===== src/rtl/cfg_hdr_pkg.sv =====
package cfg_hdr_pkg;
  localparam int DW_IDX_W = 6;

  localparam logic [DW_IDX_W-1:0] DW_IDENT = 6'd0;
  localparam logic [DW_IDX_W-1:0] DW_CMD   = 6'd1;
  localparam logic [DW_IDX_W-1:0] DW_CLASS = 6'd2;
  localparam logic [DW_IDX_W-1:0] DW_WINLO = 6'd4;
  localparam logic [DW_IDX_W-1:0] DW_WINHI = 6'd5;
  localparam logic [DW_IDX_W-1:0] DW_CAPP  = 6'd13;

  localparam int CMD_MEM_BIT  = 1;
  localparam int CMD_MAST_BIT = 2;
  localparam int STS_CAP_BIT  = 20;

  function automatic logic [31:0] lane_mask(input logic [3:0] be);
    logic [31:0] m;
    for (int i = 0; i < 4; i++) m[i*8 +: 8] = {8{be[i]}};
    return m;
  endfunction
endpackage


===== src/rtl/cfg_cmd_reg.sv =====
module cfg_cmd_reg (
  input  logic clk,
  input  logic rst_n,
  input  logic wr_en,
  input  logic lane0_en,
  input  logic mem_bit_in,
  input  logic mast_bit_in,
  output logic mem_en,
  output logic mast_en
);
  always_ff @(posedge clk) begin
    if (!rst_n) begin
      mem_en  <= 1'b0;
      mast_en <= 1'b0;
    end else if (wr_en && lane0_en) begin
      mem_en  <= mem_bit_in;
      mast_en <= mast_bit_in;
    end
  end
endmodule


===== src/rtl/cfg_bar64.sv =====
module cfg_bar64 #(
  parameter int SIZE_LOG2 = 12,
  parameter bit PREFETCH  = 1'b0
) (
  input  logic        clk,
  input  logic        rst_n,
  input  logic        wr_lo,
  input  logic        wr_hi,
  input  logic [31:0] be_mask,
  input  logic [31:0] wdata,
  output logic [31:0] lo_rd,
  output logic [31:0] hi_rd,
  output logic [63:0] base
);
  localparam logic [31:0] WIN_WMASK = ~((32'd1 << SIZE_LOG2) - 32'd1);
  localparam logic [31:0] WIN_ATTR  = {28'd0, PREFETCH, 2'b10, 1'b0};

  logic [31:0] lo_q, hi_q;
  logic [31:0] lo_m;

  assign lo_m = be_mask & WIN_WMASK;

  always_ff @(posedge clk) begin
    if (!rst_n) begin
      lo_q <= '0;
      hi_q <= '0;
    end else begin
      if (wr_lo) lo_q <= (lo_q & ~lo_m) | (wdata & lo_m);
      if (wr_hi) hi_q <= (hi_q & ~be_mask) | (wdata & be_mask);
    end
  end

  assign lo_rd = lo_q | WIN_ATTR;
  assign hi_rd = hi_q;
  assign base  = {hi_q, lo_q};
endmodule


===== src/rtl/cfg_read_mux.sv =====
module cfg_read_mux
  import cfg_hdr_pkg::*;
#(
  parameter logic [15:0] VENDOR_ID  = 16'hA5C3,
  parameter logic [15:0] DEVICE_ID  = 16'h0042,
  parameter logic [7:0]  REVISION   = 8'h01,
  parameter logic [23:0] CLASS_CODE = 24'h010802,
  parameter logic [7:0]  CAP_PTR    = 8'h40
) (
  input  logic [DW_IDX_W-1:0] idx,
  input  logic                mem_en,
  input  logic                mast_en,
  input  logic [31:0]         win_lo,
  input  logic [31:0]         win_hi,
  output logic [31:0]         rdata
);
  localparam logic CAP_PRESENT = (CAP_PTR != 8'd0);

  logic [31:0] cmd_word;

  always_comb begin
    cmd_word = '0;
    cmd_word[CMD_MEM_BIT]  = mem_en;
    cmd_word[CMD_MAST_BIT] = mast_en;
    cmd_word[STS_CAP_BIT]  = CAP_PRESENT;
  end

  always_comb begin
    case (idx)
      DW_IDENT: rdata = {DEVICE_ID, VENDOR_ID};
      DW_CMD:   rdata = cmd_word;
      DW_CLASS: rdata = {CLASS_CODE, REVISION};
      DW_WINLO: rdata = win_lo;
      DW_WINHI: rdata = win_hi;
      DW_CAPP:  rdata = {24'd0, CAP_PTR};
      default:  rdata = '0;
    endcase
  end
endmodule


===== src/rtl/cfg_header_regs.sv =====
module cfg_header_regs
  import cfg_hdr_pkg::*;
#(
  parameter logic [15:0] VENDOR_ID  = 16'hA5C3,
  parameter logic [15:0] DEVICE_ID  = 16'h0042,
  parameter logic [7:0]  REVISION   = 8'h01,
  parameter logic [23:0] CLASS_CODE = 24'h010802,
  parameter logic [7:0]  CAP_PTR    = 8'h40,
  parameter int          SIZE_LOG2  = 12,
  parameter bit          PREFETCH   = 1'b0
) (
  input  logic        clk,
  input  logic        rst_n,
  input  logic        req_valid,
  output logic        req_ready,
  input  logic        req_write,
  input  logic [7:0]  req_addr,
  input  logic [3:0]  req_be,
  input  logic [31:0] req_wdata,
  output logic        rsp_valid,
  input  logic        rsp_ready,
  output logic [31:0] rsp_rdata,
  input  logic [63:0] probe_addr,
  output logic        hit,
  output logic [63:0] bar_base,
  output logic        mem_enable,
  output logic        dma_allowed
);
  logic [DW_IDX_W-1:0] idx;
  logic                accept, wr_acc;
  logic [31:0]         be_mask;
  logic [31:0]         win_lo, win_hi, mux_data;
  logic                rsp_q;
  logic [31:0]         rdata_q;

  assign idx     = req_addr[7:2];
  assign accept  = req_valid && req_ready;
  assign wr_acc  = accept && req_write;
  assign be_mask = lane_mask(req_be);

  cfg_cmd_reg u_cmd (
    .clk        (clk),
    .rst_n      (rst_n),
    .wr_en      (wr_acc && (idx == DW_CMD)),
    .lane0_en   (req_be[0]),
    .mem_bit_in (req_wdata[CMD_MEM_BIT]),
    .mast_bit_in(req_wdata[CMD_MAST_BIT]),
    .mem_en     (mem_enable),
    .mast_en    (dma_allowed)
  );

  cfg_bar64 #(.SIZE_LOG2(SIZE_LOG2), .PREFETCH(PREFETCH)) u_win (
    .clk    (clk),
    .rst_n  (rst_n),
    .wr_lo  (wr_acc && (idx == DW_WINLO)),
    .wr_hi  (wr_acc && (idx == DW_WINHI)),
    .be_mask(be_mask),
    .wdata  (req_wdata),
    .lo_rd  (win_lo),
    .hi_rd  (win_hi),
    .base   (bar_base)
  );

  cfg_read_mux #(
    .VENDOR_ID (VENDOR_ID),
    .DEVICE_ID (DEVICE_ID),
    .REVISION  (REVISION),
    .CLASS_CODE(CLASS_CODE),
    .CAP_PTR   (CAP_PTR)
  ) u_mux (
    .idx    (idx),
    .mem_en (mem_enable),
    .mast_en(dma_allowed),
    .win_lo (win_lo),
    .win_hi (win_hi),
    .rdata  (mux_data)
  );

  // one-entry response slot
  assign req_ready = !rsp_q || rsp_ready;

  always_ff @(posedge clk) begin
    if (!rst_n) begin
      rsp_q   <= 1'b0;
      rdata_q <= '0;
    end else if (accept && !req_write) begin
      rsp_q   <= 1'b1;
      rdata_q <= mux_data;
    end else if (rsp_ready) begin
      rsp_q   <= 1'b0;
    end
  end

  assign rsp_valid = rsp_q;
  assign rsp_rdata = rdata_q;

  assign hit = mem_enable && (probe_addr[63:SIZE_LOG2] == bar_base[63:SIZE_LOG2]);
endmodule


===== config.mk =====
export PLATFORM = sky130hd
export DESIGN_NAME = cfg_header_regs
export DESIGN_NICKNAME = d
export VERILOG_FILES = /design/src/rtl/cfg_hdr_pkg.sv /design/src/rtl/cfg_cmd_reg.sv /design/src/rtl/cfg_bar64.sv /design/src/rtl/cfg_read_mux.sv /design/src/rtl/cfg_header_regs.sv
export SDC_FILE = /design/constraint.sdc
export NUM_CORES = 1
export LEC_CHECK = 0
export BUFFER_PORTS_ARGS = -buffer_cell sky130_fd_sc_hd__buf_2
export CORE_ASPECT_RATIO = 0.75
export CORE_MARGIN = 2
export CORE_UTILIZATION = 49
export DETAILED_ROUTE_END_ITERATION = 6
export PLACE_DENSITY = 0.85
export SETUP_SLACK_MARGIN = 0.4
export SLEW_MARGIN = 20
export SYNTH_ARGS = -nofsm -noshare
export SYNTH_HDL_FRONTEND = slang
export SYNTH_SLANG_ARGS = --single-unit

===== constraint.sdc =====
create_clock -name clk -period 2.5 [get_ports clk]
set_input_delay 0.25 -clock clk [delete_from_list [all_inputs] [get_ports clk]]
set_output_delay 0.25 -clock clk [all_outputs]
set_load 0.05 [all_outputs]

* Yosys cells after proc, flatten, opt, wreduce, memory -nomap -nowiden
Cells that the tools add are included.
** Word-level totals
- Register bits :: 99
- Input bits :: 113
- Logic and storage cells :: 36
** Operators by class
- Equal/unequal tests :: 6
- Multiplexer cells :: 3
- Bitwise operators :: 8
- Reductions and logical operators :: 13
** Operator list (number)
- case mux 32 bit (6 select lines) :: 1
- bitwise AND 32 bit :: 4
- inverter 32 bit :: 2
- bitwise OR 32 bit :: 2
- == test 52 bit :: 1
- == test 6 x 3 -> 1 bit (second input constant) :: 2
- logical AND 1 bit :: 8
- == test 6 x 1 -> 1 bit (second input constant) :: 1
- == test 6 x 2 -> 1 bit (second input constant) :: 1
- == test 6 x 4 -> 1 bit (second input constant) :: 1
- zero test 6 bit :: 1
- zero test 1 bit :: 2
- 2-to-1 mux 1 bit :: 2
- nonzero test 2 bit :: 1
- logical OR 1 bit :: 1

* Logic depth before layout (Yosys ltp)
Gate-level depths: netlist (run 1).
- Depth after elaboration :: 6
- Gate-level depth with buffers :: 8
- Depth with buffers taken out :: 5

* Modules after synthesis
Synthesis (run 1) repeated with hierarchy kept, for this count alone.
** Unflattened totals
- Cells, all modules :: 671
- Area, all modules :: 5340.1 sq um
** By module, submodules not included
- cfg_bar64 :: times used 1, cells each 332, area each 2737.6 sq um, seq. area each 1041.0 sq um
- cfg_header_regs :: times used 1, cells each 231, area each 1864.3 sq um, seq. area each 660.6 sq um
- cfg_read_mux :: times used 1, cells each 99, area each 661.9 sq um, seq. area each 0.0 sq um
- cfg_cmd_reg :: times used 1, cells each 9, area each 76.3 sq um, seq. area each 40.0 sq um

* Least setup slack after synthesis (run 1)
No wires, ideal clock.
- Path type :: reg2out
- From :: reg with a tool-made name
- To :: out hit
- Arrival time :: 2872 ps
- Data required time :: 2250 ps
- Setup slack :: -622 ps
- Cell stages (with the launch flop) :: 6
- Buffers on the path :: 0
- Path through :: dfxtp_1 inv_1 a22o_1 a2111oi_0 nand4_1 nor4_1
** RTL lines
- end: declaration :: line cfg_header_regs.sv:24 : output logic hit,

==> results by group, run 1 <==
Cells and area
  • Layout area overhead: 37.8%
  • Most frequent cells in the layout: buf_2 (186), dfxtp_1 (68), nor2b_1 (64)
  • Share of post-route cells with drive strength above 1: 0.408
  • Finished Core Util: 0.689
  • Area of the multi-input gates: around 2500 sq um
  • Nets@finish: ~760
  • Fill count: between 600 and 700
  • Ant diodes: 0
  • Leading cell type in the layout, fill and taps excluded: buf_2
  • FF/Latch Area: 1790 sq um

Status
  • Status: finished clean

Yosys
  • Post-synth design cell area: 4210 sq um
  • Async set or reset register ratio after synthesis: 0
  • EDFF count, synth: 0
  • Post-synthesis sequential area ratio: 0.414
  • Yosys warns: 0
  • Post-synth cell types: 42
  • Syn avg cell area: ~9.4 sq um
  • Synth Instances: 448
  • Post-synth top flop: dfxtp_1
  • #FFs+latches synth: 87

Setup path
  • CP Capture Type: primary output
  • CP max stage delay: 0.36 ns
  • WP data arrival: about 2 ns
  • Crit path cell chain: xnor2_2, nand2_2, a2111oi_4, nand4_1, nor4_4, buf_6
  • Slowest CP cell: dfxtp_4
  • Critical Path RT: 2.25 ns
  • Startpoint types: register
  • CP max FO: 4
  • Cell family with most CP delay: simple AND/OR/NAND/NOR gates
  • Crit path kind: register to primary output
  • Buf+Inv Stages, Crit Path: 1

Clock tree
  • Max clock buf depth: 2
  • Clk_lat worst skew: 0.34 ns
  • Cts hold-fix bufs: 0
  • H-tree depth: 3
  • CTS tree: yes
  • Clock Sinks: 87
  • CTS Buf Count: 9
  • Root Driver: clkbuf_16
  • Clock Pin Slew Worst Setup and Hold Paths: 0.06 ns

Floorplan
  • Full die area: about 9400 sq um
  • Die Span X: 111 um
  • Die Height: 84.3 um
  • Core ar.: 8420 sq um
  • Starting Density: 0.500
  • Io pins: 214
  • # rows: 29

Place
  • DP Wirelength: 10300 um
  • RePlAce Congestion: ~0.84
  • Buffers on Ports: 187

STA
  • Final setup viols: 0
  • Final Max Tran Viols: 0
  • Worst Skew: 0.00503 ns
  • Final Hold Viols: 0
  • Fmax: 0.448 GHz
  • Setup TNS: 0 ns
  • RSZ-0062 raised after global routing: yes
  • Worst slew margin: 0.498
  • Final period util: 0.892
  • Slew at the pin closest to its max-slew limit: roughly 0.75 ns
  • Final min period: 2.23 ns

Detailed routing
  • WL/cell: ~18 um
  • Antenna-violating nets left: 0
  • Via count: between 4000 and 5000
  • First-pass DRT Iterations: 5
  • Drt drc: 0
  • Post-Route WL: roughly 14000 um
  • Vias/cell: ~5.4
  • Iter 0 DRT Violations: 212

Worst hold path
  • Min-Delay Path Class: input pin to register

GRT
  • First-pass GRT wire length: 21300 um
  • Initial antenna violation count: 0
  • Total Routing Usage GR: 0.292
  • Vias in the first global route: 3997
  • GRT overflow: 0
  • Largest net degree at the start of global routing: 44

Flow run
  • Max Cap Violations: 0

Power and ir drop
  • Design Power: ~3.1 mW
  • Peak VDD IR: ~0.00043 V
  • Power per cell area: 528 nW/um^2
  • Leak Pwr: 2.85 nW
-- area by class of cell --
type	instances	share of cell area
multi-input combinational	330	0.423
inverter	8	0.00517
tap	108	0.0233
clock inverter	5	0.00970
clock buffer	11	0.0436
timing repair buffer	206	0.187
sequential	87	0.308
-- layer usage --
layer  global-route usage  share of wire  up-vias  wire [um]
met1                0.388           0.44     1956       6080
met5                    0              0        -          0
met4               0.0999          0.018        0        251
met2                0.458           0.47      197       6480
li1                     -              -     1923          -
met3               0.0859          0.079       20       1110
-- worst register-to-register path, stage by stage, from the launching register on --
cell	delay (ns)
dfxtp_1	0.32
nand2b_2	0.09
and3_1	0.51
nand3_2	0.39
mux2i_1	0.33
nor2b_1	0.07
-- metrics by stage --
stage	area, sq um	cells	worst slack (ns)	hold slack [ns]
6_report	5800	755	0.270	0.167
5_1_grt	5800	755	0.171	0.174
4_1_cts	5730	753	0.302	0.157
3_5_place_dp	5270	734	0.343	0.440
3_3_place_gp	5270	734	0.375	0.432
2_1_floorplan	4280	459	0.229	0.416
-- logic make-up (layout without fill, tap and decap cells) --
| logic type | after synthesis | after routing | share of synthesized area |
|---|---|---|---|
| flops | 87 | 87 | 0.414 |
| mux | 56 | 56 | 0.133 |
| xor+xnor | 45 | 45 | 0.0936 |
| other cells | 1 | 12 | 0.000890 |
| compound gates | 69 | 69 | 0.105 |
| buf+inv | 42 | 230 | 0.0505 |
| simple gates | 148 | 148 | 0.204 |
-- cells in the mapped netlist, drive strengths merged, types with 2 or more instances --
master | number | area share
dfxtp | 87 | 0.41
nor2b | 64 | 0.095
mux2i | 56 | 0.13
nand2 | 37 | 0.033
o21ai | 25 | 0.030
xor2 | 24 | 0.050
xnor2 | 21 | 0.044
buf | 19 | 0.030
a22oi | 17 | 0.030
clkbuf | 15 | 0.013
nor4 | 11 | 0.016
a21oi | 8 | 0.0095
inv | 8 | 0.0071
nand3 | 7 | 0.014
nand4 | 6 | 0.0089
nor2 | 6 | 0.0053
nor3 | 4 | 0.010
a221oi | 3 | 0.0062
and3 | 3 | 0.0045
nand2b | 3 | 0.0045
o22ai | 3 | 0.0045
a31oi | 2 | 0.0030
o2bb2ai | 2 | 0.0042
o31ai | 2 | 0.0036
or3 | 2 | 0.0030
-- what timing repair did --
item	CTS	global route
endpoints found under the setup margin	1	1
pin swaps	15	10
cloned	0	0
gates resized for setup	33	12
setup buffers	3	2
-- power breakdown --
group | internal (mW) | switching, mW | total (mW)
combinational | 0.124 | 0.184 | 0.308
sequential | 1.38 | 0.00249 | 1.38
clock | 0.827 | 0.546 | 1.37
-- path summary, 6_finish.rpt --
kind                 start       endpoint  slack [ns]  cells after the start
max               register            hit        0.27                      6
min reg2reg  rsp_rdata[12]  rsp_rdata[12]        0.46                      2
min          req_wdata[11]       register        0.17                      3
max reg2reg      rsp_valid       register        0.69                      5
Power figures use the tool's default switching activity.
==> inputs of run 2 (changes only) <==
--- a/config.mk
+++ b/config.mk
@@ -8,9 +8,10 @@
 export BUFFER_PORTS_ARGS = -buffer_cell sky130_fd_sc_hd__buf_2
 export CORE_ASPECT_RATIO = 0.75
 export CORE_MARGIN = 2
-export CORE_UTILIZATION = 49
+export CORE_UTILIZATION = 51
+export CTS_BUF_LIST = sky130_fd_sc_hd__clkbuf_4 sky130_fd_sc_hd__clkbuf_8
 export DETAILED_ROUTE_END_ITERATION = 6
-export PLACE_DENSITY = 0.85
+export PLACE_DENSITY = 0.88
 export SETUP_SLACK_MARGIN = 0.4
 export SLEW_MARGIN = 20
 export SYNTH_ARGS = -nofsm -noshare
==> run 2 against run 1 <==
  * Via count up 0.39%
  * Die area fell by 3.8%
  * Design area fell by 2.7%
  * Critical path depth is the same
  * Critical endpoint unchanged
==> results by group, run 2 (same netlist as run 1, synthesis figures left out) <==
Status
  • Status: finished clean

Power and ir drop
  • Net Sw Frac: 0.248
  • Net Sw Power: a little under 0.7 mW
  • Power per cell area: 492 nW/um^2
  • Sequential power share: 0.498
  • P_int: 2.09 mW
  • Leak Pwr: around 2.8 nW
  • Combinational share of power: 0.109
  • Peak VDD IR: roughly 0.00032 V
  • Clock network power share: 0.393

STA
  • Fmax: 0.443 GHz
  • Final Hold Viols: 0
  • Final hold slack: 0.157 ns
  • Setup TNS: 0 ns
  • Worst Skew: 0.00698 ns
  • RSZ-0062 raised after global routing: yes
  • Final min period: 2.26 ns
  • Final setup viols: 0
  • Slew at the pin closest to its max-slew limit: 0.575 ns
  • Final Max Tran Viols: 0
  • Final WS setup: 0.244 ns
  • Worst slew margin: 0.616
  • Final period util: 0.902

Detailed routing
  • WL/cell: 18.4 um
  • Via count: approximately 4100
  • Antenna-violating nets left: 0
  • Vias/cell: 5.49
  • Post-Route WL: 13800 um
  • Iter 0 DRT Violations: 293
  • First-pass DRT Iterations: 5
  • Drt drc: 0

GRT
  • Largest net degree at the start of global routing: 45
  • Vias in the first global route: a little under 4000
  • GRT overflow: 0
  • Total Routing Usage GR: 0.297
  • Initial antenna violation count: 0
  • First-pass GRT wire length: 19900 um

Cells and area
  • Layout area overhead: 34.0%
  • Nets@finish: 752
  • Share of post-route cells with drive strength above 1: 0.410
  • Most frequent cells in the layout: buf_2 (186), nor2b_1 (64), dfxtp_1 (64)
  • Fin cells: 749
  • Ant diodes: 0
  • Leading cell type in the layout, fill and taps excluded: buf_2

Clock tree
  • Clk_lat worst skew: 0.36 ns
  • CTS Buf Count: 9
  • Max clock buf depth: 2
  • H-tree depth: 3
  • Clock Sinks: 87
  • Clock Pin Slew Worst Setup and Hold Paths: about 0.09 ns
  • Root Driver: clkbuf_8
  • CTS tree: yes

Place
  • DP Wirelength: 10500 um
  • Pre-CTS WS: 0.309 ns
  • Buffers on Ports: 187
  • RePlAce Congestion: 0.915
  • Placed insts: 729

Setup path
  • CP max stage delay: 0.35 ns
  • CP max FO: 4
  • WP data arrival: 2.01 ns
  • Cell mode on critical path: nand4_1
  • Startpoint types: register
  • Crit path cell chain: xnor2_2, nand4_1, nor4_2, nand4_1, nor4_4, buf_6
  • Critical Path RT: 2.25 ns
  • Slowest CP cell: dfxtp_2
  • CP Capture Type: primary output
  • Crit path kind: register to primary output

Floorplan
  • Die Height: slightly above 80 um
  • Starting Density: 0.530
  • Full die area: 9010 sq um
  • Die Span X: 109 um
  • Core ar.: 7950 sq um
  • # rows: 28
  • Io pins: 214

Worst hold path
  • Min-Delay Path Class: input pin to register

Flow run
  • Max Cap Violations: 0
-- run 2: cell type report --
type | count | area [sq um]
inverters | 8 | 30.0
flip-flops and latches | 87 | 1780
multi-input cells | 330 | 2420
clock buffers | 11 | 139
well taps | 105 | 131
repair buffers | 203 | 1060
fillers | 628 | 2310
clock inverters | 5 | 81.3
-- run 2: path summary, 6_finish.rpt --
kind | slack, ns | end | cells after the start | startpoint
worst max-delay path | 0.24 | hit | 6 | register
worst min-delay path | 0.16 | register | 3 | req_wdata[9]
worst max register to register | 0.64 | rsp_rdata[30] | 6 | rsp_valid
worst min register to register | 0.45 | rsp_rdata[12] | 2 | rsp_rdata[12]
-- run 2: worst max-delay path: cells and delay by family, from the launching register on --
family,cells,cell delay (ns)
xor gates and xnor gates,1,0.21
buffers and inverters,1,0.20
DFF,1,0.35
and+or+nand+nor,4,0.87
-- run 2: stage by stage --
step	total power, mW	area [sq um]	utilization
2_1_floorplan	1.59	4280	-
3_3_place_gp	1.70	5250	0.660
3_5_place_dp	1.71	5250	0.660
4_1_cts	2.79	5560	0.699
5_1_grt	2.87	5640	0.710
6_report	2.78	5640	0.710
-- run 2: layer usage --
layer / share of wire / global-route usage
met5: 0 / 0
met4: 0.018 / 0.101
met3: 0.098 / 0.0808
met2: 0.47 / 0.493
met1: 0.42 / 0.374
-- run 2: what timing repair did --
item,CTS,global route
setup endpoints to repair,1,2
setup buffers,2,2
resized for setup,23,18
pin swaps,9,8
hold buffers,0,0
-- run 2: power by group through the flow --
stage               Clock (mW)  Sequential, mW  Combinational, mW
floorplan                    0            1.43              0.162
global placement             0            1.42              0.280
detailed placement           0            1.42              0.288
CTS                       1.11            1.39              0.294
global route              1.16            1.38              0.324
finish                    1.09            1.38              0.304
